File: config.mk
export PLATFORM = sky130hd
export DESIGN_NAME = rpc_push_pull_ctl
export DESIGN_NICKNAME = d
export VERILOG_FILES = /design/src/rtl/rpc_pkg.sv /design/src/rtl/rpc_err_decode.sv /design/src/rtl/rpc_level_sel.sv /design/src/rtl/rpc_drive.sv /design/src/rtl/rpc_group_gate.sv /design/src/rtl/rpc_push_pull_ctl.sv
export SDC_FILE = /design/constraint.sdc
export NUM_CORES = 1
export LEC_CHECK = 0
export BUFFER_PORTS_ARGS = -buffer_cell sky130_fd_sc_hd__buf_2
export CAP_MARGIN = 5
export CORE_AREA = 10 10 47 49
export CTS_CLUSTER_SIZE = 16
export DETAILED_ROUTE_END_ITERATION = 8
export DIE_AREA = 0 0 57 59
export MAX_ROUTING_LAYER = met4
export PLACE_DENSITY_LB_ADDON = 0.25
export SYNTH_ARGS = -nofsm -noshare
export SYNTH_HDL_FRONTEND = slang
export SYNTH_HIERARCHICAL = 1
export SYNTH_SLANG_ARGS = --single-unit
File: constraint.sdc
create_clock -name clk -period 1.7 [get_ports clk]
set_input_delay 0.34 -clock clk [delete_from_list [all_inputs] [get_ports clk]]
set_output_delay 0.34 -clock clk [all_outputs]
set_load 0.1 [all_outputs]
File: src/rtl/rpc_pkg.sv
package rpc_pkg;

    // Detector code values {first bit, second bit}
    localparam logic [1:0] ERR_LOW  = 2'b11;
    localparam logic [1:0] ERR_HIGH = 2'b00;
    localparam logic [1:0] ERR_ON   = 2'b01;

    typedef enum logic [1:0] {
        ACT_HOLD  = 2'd0,
        ACT_RAISE = 2'd1,
        ACT_LOWER = 2'd2
    } act_e;

    typedef struct packed {
        logic push_on;
        logic up;
        logic dn;
        logic pull;
    } drv_s;

    localparam drv_s DRV_IDLE   = '{push_on: 1'b0, up: 1'b0, dn: 1'b0, pull: 1'b0};
    localparam drv_s DRV_PARKED = '{push_on: 1'b0, up: 1'b0, dn: 1'b1, pull: 1'b0};

    // Any code that is neither too-low nor too-high is a hold.
    function automatic act_e decode_err(input logic [1:0] code);
        act_e a;
        case (code)
            ERR_LOW:  a = ACT_RAISE;
            ERR_HIGH: a = ACT_LOWER;
            default:  a = ACT_HOLD;
        endcase
        return a;
    endfunction

    function automatic drv_s next_drv(input drv_s cur, input act_e a);
        drv_s n;
        case (a)
            ACT_RAISE: n = '{push_on: 1'b1, up: 1'b1, dn: 1'b0, pull: 1'b0};
            ACT_LOWER: n = '{push_on: 1'b0, up: 1'b0, dn: 1'b1, pull: 1'b1};
            default:   n = '{push_on: cur.push_on, up: 1'b0, dn: 1'b0, pull: 1'b0};
        endcase
        return n;
    endfunction

endpackage

File: src/rtl/rpc_err_decode.sv
module rpc_err_decode
    import rpc_pkg::*;
(
    input  logic [1:0] err_code,
    output act_e       act
);
    always_comb begin
        act = decode_err(err_code);
    end
endmodule

File: src/rtl/rpc_level_sel.sv
module rpc_level_sel #(
    parameter int LEVELS = 6,
    parameter int LVL_W  = $clog2(LEVELS)
) (
    input  logic              clk,
    input  logic              rst,
    input  logic              trig,
    input  logic [LVL_W-1:0]  lvl_sel,
    output logic [LEVELS-1:0] tap_sel,
    output logic [LEVELS-1:0] grp_mask
);
    localparam logic [LVL_W:0] LVL_LIMIT = (LVL_W+1)'(LEVELS);

    logic [LVL_W-1:0] lvl_q;
    logic             lvl_ok;

    assign lvl_ok = ({1'b0, lvl_sel} < LVL_LIMIT);

    always_ff @(posedge clk) begin
        if (rst) begin
            lvl_q <= '0;
        end else if (trig && lvl_ok) begin
            lvl_q <= lvl_sel;
        end
    end

    for (genvar g = 0; g < LEVELS; g++) begin : g_lvl
        localparam logic [LVL_W-1:0] IDX = LVL_W'(g);
        assign tap_sel[g]  = (lvl_q == IDX);
        assign grp_mask[g] = (lvl_q >= IDX);
    end


    tap_onehot_chk: assert property (@(posedge clk) disable iff (rst)
        $countones(tap_sel) == 1);


    tap_follow_chk: assert property (@(posedge clk) disable iff (rst)
        (trig && lvl_ok) |=> tap_sel[$past(lvl_sel)]);


    tap_ignore_chk: assert property (@(posedge clk) disable iff (rst)
        (!(trig && lvl_ok)) |=> $stable(tap_sel));

endmodule

File: src/rtl/rpc_drive.sv
module rpc_drive
    import rpc_pkg::*;
(
    input  logic clk,
    input  logic rst,
    input  logic det_en,
    input  logic trig,
    input  act_e act,
    output drv_s drv
);
    drv_s drv_q;

    always_ff @(posedge clk) begin
        if (rst) begin
            drv_q <= DRV_IDLE;
        end else if (!det_en) begin
            drv_q <= DRV_PARKED;
        end else if (trig) begin
            drv_q <= next_drv(drv_q, act);
        end
    end

    assign drv = drv_q;


    push_pull_excl_chk: assert property (@(posedge clk) disable iff (rst)
        !(drv_q.pull && drv_q.push_on));


    hold_keep_chk: assert property (@(posedge clk) disable iff (rst)
        (det_en && trig && act == ACT_HOLD) |=> ($stable(drv_q.push_on) && !drv_q.pull));


    no_trig_stable_chk: assert property (@(posedge clk) disable iff (rst)
        (det_en && !trig) |=> $stable(drv_q));


    parked_chk: assert property (@(posedge clk) disable iff (rst)
        (!det_en) |=> (!drv_q.push_on && !drv_q.pull && drv_q.dn && !drv_q.up));

endmodule

File: src/rtl/rpc_group_gate.sv
module rpc_group_gate #(
    parameter int GROUPS = 6
) (
    input  logic              clk,
    input  logic              rst,
    input  logic              push_on,
    input  logic [GROUPS-1:0] grp_mask,
    output logic [GROUPS-1:0] grp_en
);
    for (genvar g = 0; g < GROUPS; g++) begin : g_grp
        assign grp_en[g] = grp_mask[g] & push_on;
    end


    grp_contig_chk: assert property (@(posedge clk) disable iff (rst)
        (grp_en != '0) |-> (grp_en[0] && (((grp_en + 1'b1) & grp_en) == '0)));


    grp_off_chk: assert property (@(posedge clk) disable iff (rst)
        (!push_on) |-> (grp_en == '0));

endmodule

File: src/rtl/rpc_push_pull_ctl.sv
module rpc_push_pull_ctl
    import rpc_pkg::*;
#(
    parameter int LEVELS = 6,
    parameter int LVL_W  = $clog2(LEVELS)
) (
    input  logic              clk,
    input  logic              rst,
    input  logic              det_en,
    input  logic              trig,
    input  logic [1:0]        err_code,
    input  logic [LVL_W-1:0]  lvl_sel,
    output logic              push_up,
    output logic              push_dn,
    output logic              push_on,
    output logic [LEVELS-1:0] grp_en,
    output logic              pull_en,
    output logic [LEVELS-1:0] tap_sel
);
    act_e              act;
    drv_s              drv;
    logic [LEVELS-1:0] grp_mask;

    rpc_err_decode u_dec (
        .err_code (err_code),
        .act      (act)
    );

    rpc_level_sel #(.LEVELS(LEVELS), .LVL_W(LVL_W)) u_lvl (
        .clk      (clk),
        .rst      (rst),
        .trig     (trig),
        .lvl_sel  (lvl_sel),
        .tap_sel  (tap_sel),
        .grp_mask (grp_mask)
    );

    rpc_drive u_drv (
        .clk    (clk),
        .rst    (rst),
        .det_en (det_en),
        .trig   (trig),
        .act    (act),
        .drv    (drv)
    );

    rpc_group_gate #(.GROUPS(LEVELS)) u_grp (
        .clk      (clk),
        .rst      (rst),
        .push_on  (drv.push_on),
        .grp_mask (grp_mask),
        .grp_en   (grp_en)
    );

    assign push_on = drv.push_on;
    assign push_up = drv.up;
    assign push_dn = drv.dn;
    assign pull_en = drv.pull;


    raise_chk: assert property (@(posedge clk) disable iff (rst)
        (det_en && trig && err_code == 2'b11) |=> (push_on && push_up && !push_dn && !pull_en));


    lower_chk: assert property (@(posedge clk) disable iff (rst)
        (det_en && trig && err_code == 2'b00) |=> (!push_on && !push_up && push_dn && pull_en));


    bad_code_hold_chk: assert property (@(posedge clk) disable iff (rst)
        (det_en && trig && err_code == 2'b10) |=> ($stable(push_on) && !push_up && !push_dn && !pull_en));

endmodule

==> impl_metrics.tcl <==
set metrics [dict create \
    cts_setup_buffers 0 \
    clk_root_buffer_cell "sky130_fd_sc_hd__clkbuf_4" \
    post_synth_most_frequent_cells "sky130_fd_sc_hd__and2_1, sky130_fd_sc_hd__dfxtp_1, sky130_fd_sc_hd__nand2b_1" \
    power-per-cell-area_mw_per_mm2 635.1 \
    crit_path_start_kind "flip-flop" \
    final.min_clock_period_ns 1.629 \
    cp_data_arrival_time_ns 1.29 \
    highest_clock_rate_mhz 614.0 \
    top_metal_layer_carrying_routed_signals "met3" \
    final_max_slew_viol_count 0 \
    floorplan.rows 14 \
    cts-buffers-inserted 3 \
    p_int_w 0.0003294 \
    cts.path.max_buffers 2 \
    cp_max_fo 6 \
    regToRegSetupSlack_ns 0.85 \
    number_of_flops_mapped_to_enable_cells_by_yosys 0 \
    antennaDiodeCount 0 \
    n_fill_cell 131 \
    worstSetupPathType "flip-flop to output pin" \
    timing.critical_path.slowest_cell_delay_ns 0.31 \
    fp.dieW_um 57 \
    clock_latency_ns 0.25 \
    synth.yosys.warnings 6 \
    drt_drc_violations_left 0 \
    final.period_utilization 0.9581 \
    final.setup.tns_ns 0 \
    post-route-cell-area_um2 820.8 \
    placed_area_um2 778.2 \
    timing.final.hold_violations 0 \
    total_power_w 0.0005213 \
    ant_nets 0 \
    cts.reportedPaths.clkPinSlew_ns 0.05 \
    dp_worst_setup_slack_ns 0.1981 \
    numClockSinks 7 \
    ys_seq_area_frac 0.3068 \
    floorplan.io_pins 25 \
    met1Wirelength_um 472 \
    syn-num-nets 66 \
    hpwlAfterDp_um 974.5 \
    timing.rr.end "u_lvl/lvl_q[1]" \
    slowest_stage "sky130_fd_sc_hd__dfxtp_1" \
    worstHoldPathType "input pin to flip-flop" \
    synthArstFlopShare 0 \
    post_drt_wl_per_cell_um 11.18 \
    netlist_top_cells_area "sky130_fd_sc_hd__dfxtp_1, sky130_fd_sc_hd__and2_1, sky130_fd_sc_hd__nand2b_1" \
    core-area_mm2 0.001401 \
    netlist.top_cell.by_area "sky130_fd_sc_hd__dfxtp_1" \
    initial_utilization 0.3259 \
    power.net_switching_w 0.0001919 \
    detailedRoute.firstPassIterationCount 2 \
    grt_start_max_net_pins 9 \
    gate_family_responsible_for_the_most_delay_along_the_worst_path "buffers and inverters" \
    timing.max_cap.violations 0 \
    nNetsFinal 94 \
    worstHoldEndpoint "u_drv/drv[1]" \
    power.share.combinational 0.373 \
    req_time_crit_path_ns 1.36 \
    cts_hold_buffers 0 \
    worstPathBufferInverterCount 3 \
    vdd_ir_drop_max_mv 0.4829 \
    track_usage 0.07378 \
    power.share.sequential 0.338 \
    via_per_inst 4.592 \
    leakagePower_nw 0.3904 \
    cts-htree-levels 1 \
    timing.critical_path.to_type "output pin" \
    ordered_cell_list_for_the_critical_path "buf_4, inv_1, and3_2, buf_12" \
    port_buffers 24 \
    grt_pass1_wl_um 1980 \
    synth_seq_cells 7 \
    p_clk_frac 0.289 \
    finalSetupViolCount 0 \
    totalWireLength_um 1096 \
    syn-instance-count 55 \
    die_area_mm2 0.003363 \
    worst_setup_path_startpoint "u_lvl/lvl_q[0]" \
    rsz0062_at_grt "no" \
    met2WireLength_um 560 \
    synth_area_per_cell_um2 8.303 \
    hold_depth 2 \
    via_count_of_the_first_global_routing_pass 470 \
    hp-start "det_en" \
    prevailing_post_synth_register_cell "sky130_fd_sc_hd__dfxtp_1" \
    synth.lib_cells_used.distinct 26 \
    first_drt_iteration_drcs 1 \
    met3_wirelength_um 63 \
    outcome "completed" \
    synthToLayoutAreaGrowth_pct 79.73 \
    gr-total-overflow 0 \
    power_switching_share 0.3682 \
    postLayoutSetupSlackWorst_ns 0.07122 \
    chipHeight_um 59 \
    fin_worst_skew_ns 0 \
    reg2regPathDepth 2 \
    layout_cell_share_with_drive_strength_beyond_1 0.5610 \
    grt_antenna_before_repair 0 \
    route.vias.total 450 \
    rr_startpoint "u_lvl/lvl_q[1]" \
    synth_largest_type_area_fraction 0.3068 \
    cts_tree "yes" \
    mappedNetlistArea_um2 456.7 \
    globalplace.congestion 0.6980 \
]
==> placed cells by master, fill, tap and decap left out, drive strengths merged <==
master,Yosys,layout
a211oi,1,1
a21boi,1,1
a21o,1,1
a21oi,1,1
a31oi,1,1
and2,7,7
and3,2,2
buf,2,26
clkbuf,1,4
conb,1,1
dfxtp,7,7
ha,2,2
inv,6,6
mux2i,3,3
nand2,1,1
nand2b,6,6
nor2,4,4
nor2b,1,1
nor3,2,2
o211a,1,1
o21a,1,1
or2,1,1
or2b,1,1
or3,1,1
==> power by group through the flow <==
stage	registers [W]	clock network [W]	logic, W
3_5_place_dp	0.000179	0	0.000196
5_1_grt	0.000177	0.000164	0.000206
3_3_place_gp	0.000179	0	0.000194
6_report	0.000176	0.000151	0.000194
4_1_cts	0.000176	0.000157	0.000196
2_1_floorplan	0.000201	0	0.000114
==> registers in the layout, indices dropped and copies added (netlist names) <==
| name | count |
|---|---|
| u_lvl/lvl_q | 3 |
| u_drv/drv | 4 |
==> through the flow <==
stage                     hold WS [ns]    util  instances
after floorplan                 0.4094       -         55
after global placement          0.4696  0.5554         94
after detailed placement        0.4767  0.5554         94
after CTS                       0.2752  0.5786         98
after global routing            0.2832  0.5857         98
final                           0.2857  0.5857         98
==> final cells by class <==
cell class              count  area (µm²)  area share
well taps                  16       20.02     0.02439
inverters                   6       22.52     0.02744
clock buffers               4       26.28     0.03201
repair buffers             26       300.3      0.3659
multi-input cells          39       310.3      0.3780
flip-flops and latches      7       141.4      0.1723
==> cells by family (layout without fill, tap and decap cells) <==
logic type	Yosys count	count (layout)	synth area share
AND/OR/NAND/NOR	26	26	0.3425
other	1	1	0.008211
flip-flops	7	7	0.3068
multiplexers	3	3	0.06576
AO/OA/AOI/OAI	7	7	0.1233
adder cells (fa/ha/maj)	2	2	0.05479
buffers and inverters	9	36	0.09862
==> worst reg2reg max path, delay by kind of cell (launching register included) <==
kind                   cells  cell delay [ns]
buffers and inverters      1             0.15
AOI/OAI and AO/OA          1             0.23
DFF                        1             0.39
==> metal layers <==
layer,track usage,up-vias
met5,-,-
met4,0.04027,0
met3,0.03219,0
met2,0.1271,16
met1,0.06778,203
li1,-,231
==> repair_timing <==
| item | CTS | global route |
|---|---|---|
| setup endpoints to repair | 1 | 1 |
| pin swaps | 0 | 0 |
| gates resized for setup | 2 | 3 |
==> worst max path at each step <==
stage                 endpoint  slack [ns]  depth (start not counted)
finish              tap_sel[4]        0.07                          4
global route        tap_sel[4]       0.002                          4
CTS                  grp_en[1]        0.02                          3
detailed placement   grp_en[1]        0.20                          3
global placement     grp_en[1]        0.20                          3
floorplan           tap_sel[3]       -0.02                          2
(Power assumes the default switching activity.)
